===== config.mk =====
export PLATFORM = sky130hd
export DESIGN_NAME = conv_enc_top
export DESIGN_NICKNAME = d
export VERILOG_FILES = /design/src/rtl/conv_enc_pkg.sv /design/src/rtl/conv_enc_state.sv /design/src/rtl/conv_enc_taps.sv /design/src/rtl/conv_enc_delay.sv /design/src/rtl/conv_enc_top.sv
export SDC_FILE = /design/constraint.sdc
export NUM_CORES = 1
export LEC_CHECK = 0
export BUFFER_PORTS_ARGS = -buffer_cell sky130_fd_sc_hd__buf_2
export CAP_MARGIN = 10
export CORE_UTILIZATION = 46
export DETAILED_ROUTE_END_ITERATION = 10
export GPL_TIMING_DRIVEN = 0
export PLACE_DENSITY_LB_ADDON = 0.15
export SLEW_MARGIN = 20
export SYNTH_ARGS = -nofsm -noshare
export SYNTH_HDL_FRONTEND = slang
export SYNTH_HIERARCHICAL = 1
export SYNTH_SLANG_ARGS = --single-unit

===== constraint.sdc =====
create_clock -name clk -period 2 [get_ports clk]
set_input_delay 0.2 -clock clk [delete_from_list [all_inputs] [get_ports clk]]
set_output_delay 0.2 -clock clk [all_outputs]
set_load 0.02 [all_outputs]

===== src/rtl/conv_enc_pkg.sv =====
package conv_enc_pkg;
  localparam int CE_MAX_K   = 12;
  localparam int CE_MAX_OUT = 8;
  localparam int CE_POLY_W  = CE_MAX_K * CE_MAX_OUT;

  // Pipeline depth from input acceptance to output word.
  function automatic int ce_latency(input int k);
    return (k > 4) ? 3 : 2;
  endfunction
endpackage


===== src/rtl/conv_enc_state.sv =====
module conv_enc_state #(
  parameter int CONSTR_LEN = 7
) (
  input  logic                  clk,
  input  logic                  rst_n,
  input  logic                  advance,
  input  logic                  bit_in,
  output logic [CONSTR_LEN-2:0] hist
);
  localparam int HW = CONSTR_LEN - 1;

  // hist[HW-1] is the most recent accepted bit, hist[0] the oldest.
  always_ff @(posedge clk or negedge rst_n) begin
    if (!rst_n) hist <= '0;
    else if (advance) hist <= {bit_in, hist[HW-1:1]};
  end

  p_hold_idle_r7: assert property (@(posedge clk) disable iff (!rst_n)
    !advance |=> $stable(hist));

  p_shift_in_r1: assert property (@(posedge clk) disable iff (!rst_n)
    advance |=> (hist[HW-1] == $past(bit_in)) && (hist[HW-2:0] == $past(hist[HW-1:1])));
endmodule


===== src/rtl/conv_enc_taps.sv =====
module conv_enc_taps
  import conv_enc_pkg::*;
#(
  parameter int                   CONSTR_LEN = 7,
  parameter int                   NUM_OUT    = 2,
  parameter logic [CE_POLY_W-1:0] GEN_POLYS  = '0
) (
  input  logic [CONSTR_LEN-1:0] window,
  output logic [NUM_OUT-1:0]    code
);
  for (genvar g = 0; g < NUM_OUT; g++) begin : g_tap
    localparam logic [CONSTR_LEN-1:0] SEL = GEN_POLYS[g*CE_MAX_K +: CONSTR_LEN];
    assign code[g] = ^(window & SEL);
  end
endmodule


===== src/rtl/conv_enc_delay.sv =====
module conv_enc_delay #(
  parameter int WIDTH = 2,
  parameter int DEPTH = 3
) (
  input  logic             clk,
  input  logic             rst_n,
  input  logic             in_valid,
  input  logic [WIDTH-1:0] in_data,
  output logic             out_valid,
  output logic [WIDTH-1:0] out_data
);
  logic [DEPTH-1:0] vld;
  logic [WIDTH-1:0] dat [DEPTH];

  always_ff @(posedge clk or negedge rst_n) begin
    if (!rst_n) begin
      vld <= '0;
      for (int i = 0; i < DEPTH; i++) dat[i] <= '0;
    end else begin
      vld    <= {vld[DEPTH-2:0], in_valid};
      dat[0] <= in_data;
      for (int i = 1; i < DEPTH; i++) dat[i] <= dat[i-1];
    end
  end

  assign out_valid = vld[DEPTH-1];
  assign out_data  = dat[DEPTH-1];
endmodule


===== src/rtl/conv_enc_top.sv =====
module conv_enc_top
  import conv_enc_pkg::*;
#(
  parameter int                   CONSTR_LEN = 7,
  parameter int                   NUM_OUT    = 2,
  parameter logic [CE_POLY_W-1:0] GEN_POLYS  = {72'd0, 12'o133, 12'o171}
) (
  input  logic               clk,
  input  logic               rst_n,
  input  logic               in_valid,
  input  logic               in_data,
  output logic               in_ready,
  output logic               out_valid,
  output logic [NUM_OUT-1:0] out_code
);
  localparam int LAT = ce_latency(CONSTR_LEN);

  logic                  accept;
  logic [CONSTR_LEN-2:0] hist;
  logic [NUM_OUT-1:0]    code_c;

  always_ff @(posedge clk or negedge rst_n) begin
    if (!rst_n) in_ready <= 1'b0;
    else in_ready <= 1'b1;
  end

  assign accept = in_valid & in_ready;

  conv_enc_state #(.CONSTR_LEN(CONSTR_LEN)) u_state (
    .clk(clk), .rst_n(rst_n), .advance(accept), .bit_in(in_data), .hist(hist)
  );

  conv_enc_taps #(.CONSTR_LEN(CONSTR_LEN), .NUM_OUT(NUM_OUT), .GEN_POLYS(GEN_POLYS)) u_taps (
    .window({in_data, hist}), .code(code_c)
  );

  conv_enc_delay #(.WIDTH(NUM_OUT), .DEPTH(LAT)) u_delay (
    .clk(clk), .rst_n(rst_n), .in_valid(accept), .in_data(code_c),
    .out_valid(out_valid), .out_data(out_code)
  );

  p_ready_after_reset_r9: assert property (@(posedge clk) disable iff (!rst_n)
    1'b1 |=> in_ready);

  p_valid_latency_r6: assert property (@(posedge clk) disable iff (!rst_n)
    out_valid |-> $past(accept, LAT));

  p_code_latency_r2: assert property (@(posedge clk) disable iff (!rst_n)
    out_valid |-> (out_code == $past(code_c, LAT)));

  p_reset_quiet_r10: assert property (@(posedge clk) disable iff (!rst_n)
    $rose(rst_n) |-> (!out_valid && !in_ready));
endmodule


Yosys cells after proc, flatten, opt, wreduce, memory -nomap -nowiden
Cells that the tools add are included.
Word-level totals
  register bits: 16
  bits of input ports: 4
  output and inout bits: 4
Operators by class
  bitwise logic cells: 1
  reduce and logical (&&, ||, !) cells: 2
Operators by type and width (number)
  7-bit parity: 2
  1-bit bitwise AND: 1

Logic depth before layout (Yosys ltp)
Gate-level depths: netlist of the first run.
  depth in word-level cells: 1
  mapped depth: 3
  mapped depth without buffers: 2

Cells and area by module
The synthesis of the first run kept the hierarchy.
Modules (own cells, without submodules)
  conv_enc_state: times used 1, cells an instance 13, area an instance 251.5 um^2, sequential area each 150.1 um^2
  conv_enc_delay: times used 1, cells an instance 11, area an instance 240.2 um^2, sequential area each 225.2 um^2
  conv_enc_taps: times used 1, cells an instance 4, area an instance 72.6 um^2, sequential area each 0.0 um^2
  conv_enc_top: times used 1, cells an instance 3, area an instance 35.0 um^2, sequential area each 25.0 um^2

Worst setup path before layout of the first run
OpenSTA, ideal clock, no wires.
  path kind: register to register
  start: register in_ready
  end: register u_state.hist[0]
  arrival: 1.026 ns
  data required time: 1.875 ns
  slack: 0.849 ns
  cell stages (with the launch flop): 4
  clock period less this slack: 1.151 ns
  cells stage by stage: dfrtp_1 -> and2_1 -> buf_6 -> mux2_4
Between the ends
  longest elaborated chain between the ends: 1
Ends and longest elaborated chain
  start, declared: line conv_enc_top.sv:12  | output logic in_ready,
  start signal, assigned: line conv_enc_top.sv:23  | if (!rst_n) in_ready <= 1'b0;
  start signal, assigned: line conv_enc_top.sv:24  | else in_ready <= 1'b1;
  1-bit bitwise AND: line conv_enc_top.sv:27  | assign accept = in_valid & in_ready;
  named net accept: line conv_enc_top.sv:18  | logic accept;
  end signal, assigned: line conv_enc_state.sv:15  | else if (advance) hist <= {bit_in, hist[HW-1:1]};
  end, declared: line conv_enc_state.sv:8  | output logic [CONSTR_LEN-2:0] hist
The timed path passes the listed nets, and every way through them passes these cells.
A chain may end at the register's enable or synchronous reset.

Worst setup path after layout of the first run
  start: register u_state.hist[4]
  end: register u_delay/dat[4] (netlist name)
Between the ends
  longest elaborated chain between the ends: 1
Ends and longest elaborated chain
  7-bit parity: line conv_enc_taps.sv:13  | assign code[g] = ^(window & SEL);
  named net code_c[0]: line conv_enc_top.sv:20  | logic [NUM_OUT-1:0] code_c;
  end, declared: line conv_enc_delay.sv:13  | logic [WIDTH-1:0] dat [DEPTH];
The timed path passes the listed nets, and every way through them passes these cells.

==> impl_metrics.py, run 1 <==
metrics = {
    "outcome": {
        "status": "completed",
    },
    "timing": {
        "tns_ns": 0,
        "hold_violations": 0,
        "rsz0062_at_grt": "false",
        "final-max-slew-violation-count": 0,
        "fin_crit_ns": 1.11,
        "fmax_ghz": 0.898,
        "skew_ns": 0.00111,
        "min_period_over_period": 0.557,
        "setup_viol": 0,
    },
    "synthesis": {
        "syn_area_per_cell_um2": 19.3,
        "synthMuxAreaShare": 0.150,
        "syn_nets": 35,
        "ys_types": 9,
        "yosys-top-cells-area": "dfrtp_1, mux2_4, xor3_1",
        "postSynthCellCount": 31,
        "synth-adder-area-share": 0,
        "synth_compound_area_frac": 0,
        "synthSimpleGateAreaFrac": 0.0104,
        "synthXorXnorAreaFrac": 0.121,
        "synth_area_um2": 599,
        "synth_seq_area_share": 0.668,
        "ys_warn_count": 6,
        "synth_top_family_by_area": "multiplexers",
        "synth.top_cell.area_share": 0.668,
        "yosysTopAreaCell": "dfrtp_1",
        "yosys_register_bits": 16,
    },
    "routing": {
        "drt_iter0_drc": 1,
        "routed_via_density": 4.68,
        "post_drt_wl_per_cell_um": 13.9,
        "drtPass1Iterations": 2,
        "drc_errors": 0,
        "ant_nets": 0,
        "routed_wl_um": 780,
        "num_vias": 262,
    },
    "critical_path": {
        "cp.required_ns": 2.15,
        "rr_startpoint": "u_state/hist[4]$_DFFE_PN0P_",
        "criticalPathCategory": "flip-flop to flip-flop",
        "reg2reg_depth": 2,
        "end_kind": "flip-flop",
        "r2r_setup_slack_ns": 0.89,
        "start_kind": "flip-flop",
        "cp_data_arrival_time_ns": 1.26,
        "worstPathMaxFanout": 3,
        "startpoint": "u_state/hist[4]$_DFFE_PN0P_",
    },
    "grt": {
        "grt_max_degree": 17,
        "overflow": 0,
        "antenna_found_initial": 0,
        "grt_pass1_vias": 307,
        "grt_pass1_wl_um": 1370,
        "track_usage": 0.151,
    },
    "layout": {
        "syn2layout_area_growth_pct": 14.2,
        "finish.utilization": 0.592,
        "nets": 48,
        "drive_above_1_share": 0.476,
        "final_cell_mix": "dfrtp_1, buf_2, mux2_4",
        "final_common_cell": "dfrtp_1",
        "diodes": 0,
        "multiInputGateArea_um2": 173,
        "fill_cells": 97,
        "layout.area.seq_um2": 400,
    },
    "flow_run": {
        "cap_viol_max_count": 0,
    },
    "clock_tree": {
        "cts_sinks": 16,
        "worstSkewPairLatency_ns": 0.27,
        "htreeDepth": 1,
        "numCtsBuffers": 3,
        "postCtsSetupBuffers": 0,
        "clk_pin_slew_ns": 0.08,
        "cts.repair.resized": 0,
        "cts_max_path_buffers": 2,
        "root_buffer": "clkbuf_4",
        "cts_tree": "yes",
    },
    "floorplanning": {
        "dieArea_um2": 1450,
        "start_util": 0.518,
        "rows": 12,
        "ios": 8,
        "die_h_um": 38.1,
        "die_w_um": 38.1,
        "fp.coreArea_um2": 1160,
    },
    "place": {
        "port_buffers": 7,
        "gp_congestion": 0.703,
    },
    "min_path": {
        "worstHoldStart": "in_valid",
        "min_path_type": "input pin to flip-flop",
        "hold-path-cell-count": 2,
    },
    "power_and_ir_drop": {
        "power_leakage_nw": 0.345,
        "vdd_ir_drop_max_uv": 747,
        "power.density_nw_per_um2": 1390,
    },
}
==> area by class of cell <==
cell class / instances / share of cell area
sequential: 16 / 0.585
multi-input combinational: 12 / 0.252
timing repair buffer: 8 / 0.0658
buffer: 3 / 0.0384
clock buffer: 3 / 0.0329
tap: 14 / 0.0256
==> cells by family after synthesis <==
group / count (synthesis)
flops: 16
mux: 6
xor+xnor: 4
buf+inv: 3
simple gates: 1
other cells: 1
==> synth_stat cells (all sizes together) <==
cell type	number
xor3	2
buf	3
conb	1
xnor2	2
mux2	6
dfrtp	16
and2	1
==> per-layer routing <==
layer | GRT usage | up-vias | wire [um]
li1 | - | 118 | -
met5 | 0 | - | 0
met3 | 0.0523 | 2 | 36
met4 | 0.0804 | 0 | 6
met2 | 0.246 | 6 | 419
met1 | 0.174 | 136 | 318
==> registers in the layout, summed over array words and instances (netlist names) <==
register          count
in_ready              1
u_delay/vld           3
u_state/hist          6
u_delay/dat           4
u_delay/out_data      2
==> worst max-delay path: stages, from the launching register on <==
cell and delay [ns]:
dfrtp_1 0.43, xnor2_2 0.22, xor3_1 0.35
==> metrics by stage <==
step	cells	total power, mW	worst slack [ns]	instance area (um2)	hold slack [ns]
after floorplan	31	0.730	0.849	599	-0.0956
after global placement	52	0.783	0.924	652	0.108
after detailed placement	52	0.807	0.879	652	0.120
after CTS	56	0.965	0.866	684	0.181
after global routing	56	1.01	0.831	684	0.197
final	56	0.949	0.886	684	0.190
==> what timing repair did <==
| action | in CTS | in global routing |
|---|---|---|
| endpoints found under the hold margin | 16 | 0 |
| endpoints found under the setup margin | 0 | 0 |
| hold buffers | 1 | 0 |
==> power by group <==
part	switching, mW	internal [mW]	total (mW)
Combinational	0.101	0.199	0.300
Clock	0.0861	0.0696	0.156
Sequential	0.0574	0.436	0.494
==> final timing paths <==
check	to
worst min register to register	u_delay/vld[1]$_DFF_PN0_
worst max-delay path	u_delay/dat[4]$_DFF_PN0_
min in group asynchronous	u_delay/dat[2]$_DFF_PN0_
max in group asynchronous	u_delay/dat[5]$_DFF_PN0_
worst min-delay path	u_delay/vld[0]$_DFF_PN0_
worst max register to register	u_delay/dat[4]$_DFF_PN0_
(Power assumes the default switching activity.)
==> inputs of run 2 (changes only) <==
Clock period 2 ns to 1.03 ns, I/O delays scaled along.
==> run 2 against run 1 <==
The flow now finishes with violations (negative setup slack). First-iteration DRC count decreased by 100%. Final cell count is the same. Highest routed layer unchanged. Count of clock-buffer cells in the layout is 1 higher. Sequential power up 96%. Sequential share of layout area decreased by 2.0 points. Fmax is 1.1% higher. Via count is 3.8% lower. Critical path depth unchanged. Worst hold slack lost 0.087 ns. Clock skew rose by 0.0029 ns. Combinational power rose by 110%. Routed wire length increased by 5.0%.
==> impl_metrics.py, run 2 (synthesized netlist as in run 1, its figures left out) <==
metrics = {
    "critical_path": {
        "cp_data_arrival_time_ns": 1.25,
        "startpoint": "u_state/hist[4]$_DFFE_PN0P_",
        "crit_chain": "xnor2_2 > xor3_1",
        "start_kind": "flip-flop",
        "r2r-end": "u_delay/dat[5]$_DFF_PN0_",
        "endpoint": "u_delay/dat[5]$_DFF_PN0_",
        "rr_startpoint": "u_state/hist[4]$_DFFE_PN0P_",
        "r2r_setup_slack_ns": -0.07,
        "slowest_delay_ns": 0.42,
        "criticalPathCategory": "flip-flop to flip-flop",
        "cp.required_ns": 1.18,
        "worst_path_max_delay_cell": "dfrtp_1",
        "worstPathMaxFanout": 2,
        "reg2reg_depth": 2,
        "end_kind": "flip-flop",
    },
    "min_path": {
        "worstHoldStart": "in_data",
        "min_path_type": "input pin to flip-flop",
    },
    "layout": {
        "final_common_cell": "dfrtp_1",
        "syn2layout_area_growth_pct": 18.6,
        "nets": 47,
        "largest_reg_flops": 6,
        "top_register": "u_state/hist",
        "final_cell_mix": "dfrtp_1, mux2_4, buf_2",
        "layout.area.seq_um2": 402,
        "diodes": 0,
        "drive_above_1_share": 0.548,
        "fill_cells": 93,
        "reg_top3": "u_state/hist x6, u_delay/dat x4, u_delay/vld x3",
        "multiInputGateArea_um2": 183,
        "finish.utilization": 0.615,
    },
    "timing": {
        "worst_slack_ns": -0.0714,
        "final-max-slew-violation-count": 0,
        "rsz0062_at_grt": "true",
        "hold_violations": 0,
        "tns_ns": -0.129,
        "fin_crit_ns": 1.10,
        "setup_viol": 2,
        "fmax_ghz": 0.908,
        "min_period_over_period": 1.07,
        "skew_ns": 0.00399,
    },
    "floorplanning": {
        "die_h_um": 38.1,
        "start_util": 0.518,
        "dieArea_um2": 1450,
        "die_w_um": 38.1,
        "fp.coreArea_um2": 1160,
        "ios": 8,
        "rows": 12,
    },
    "outcome": {
        "status": "complete, but fails checks",
        "violations": "negative setup slack",
    },
    "place": {
        "pre_cts_ws_ns": -0.0964,
        "dp_hpwl_um": 617,
        "port_buffers": 7,
        "gp_congestion": 0.705,
    },
    "power_and_ir_drop": {
        "power_leakage_nw": 0.356,
        "total_power_mw": 2.00,
        "vdd_ir_drop_max_uv": 1370,
        "power.density_nw_per_um2": 2820,
    },
    "clock_tree": {
        "root_buffer": "clkbuf_4",
        "cts_tree": "yes",
        "worstSkewPairLatency_ns": 0.28,
        "cts_max_path_buffers": 2,
        "htreeDepth": 1,
        "clk_pin_slew_ns": 0.09,
        "numCtsBuffers": 3,
        "cts_sinks": 16,
    },
    "grt": {
        "overflow": 0,
        "grt_pass1_wl_um": 1350,
        "antenna_found_initial": 0,
        "grt_pass1_vias": 303,
        "track_usage": 0.155,
        "grt_max_degree": 17,
    },
    "routing": {
        "routed_via_density": 4.50,
        "drc_errors": 0,
        "drt_iter0_drc": 0,
        "drtPass1Iterations": 1,
        "num_vias": 252,
        "ant_nets": 0,
        "routed_wl_um": 819,
        "post_drt_wl_per_cell_um": 14.6,
    },
    "flow_run": {
        "cap_viol_max_count": 0,
    },
}
-- run 2: what timing repair did --
| action | 4_1_cts | 5_1_grt |
|---|---|---|
| pin swaps | 2 | 2 |
| hold buffers | 1 | 0 |
| gates resized for setup | 4 | 0 |
| setup buffers | 2 | 0 |
| setup endpoints to repair | 10 | 5 |
| endpoints found under the hold margin | 16 | 0 |
-- run 2: area by class of cell --
class,instances,share of cell area
clock buffer,4,0.0511
multi-input combinational,12,0.257
sequential,16,0.565
tap,14,0.0246
timing repair buffer,10,0.102
-- run 2: worst min path at each step --
| stage | cells after the start | slack (ns) | endpoint |
|---|---|---|---|
| after floorplan | 0 | -0.19 | in_ready$_DFF_PN0_ |
| after global placement | 1 | 0.01 | u_delay/out_data[1]$_DFF_PN0_ |
| after detailed placement | 1 | 0.02 | u_delay/out_data[0]$_DFF_PN0_ |
| after CTS | 2 | 0.1 | u_state/hist[5]$_DFFE_PN0P_ |
| after global routing | 2 | 0.10 | u_state/hist[5]$_DFFE_PN0P_ |
| final | 2 | 0.10 | u_state/hist[5]$_DFFE_PN0P_ |
-- run 2: report_power, final --
| part | internal, mW | switching, mW |
|---|---|---|
| logic | 0.431 | 0.207 |
| clock network | 0.215 | 0.178 |
| registers | 0.847 | 0.123 |
| total | 1.49 | 0.508 |
-- run 2: worst max-delay path: cells and delay by family (launching register included) --
| family | cells | cell delay [ns] |
|---|---|---|
| xor+xnor | 2 | 0.56 |
| flops | 1 | 0.42 |
-- run 2: through the flow --
stage                     hold WS, ns  instance area (um2)  cells
final                           0.103                  711     56
after global routing            0.103                  711     56
after detailed placement       0.0221                  663     52
after global placement         0.0122                  663     52
after CTS                      0.0970                  718     57
after floorplan                -0.193                  611     31
-- run 2: layer usage --
layer  share of wire  up-vias  GRT usage
li1                -      118          -
met1            0.40      126      0.146
met2            0.56        6      0.275
met3           0.029        2     0.0523
met4          0.0098        0      0.107
met5               0        -          0
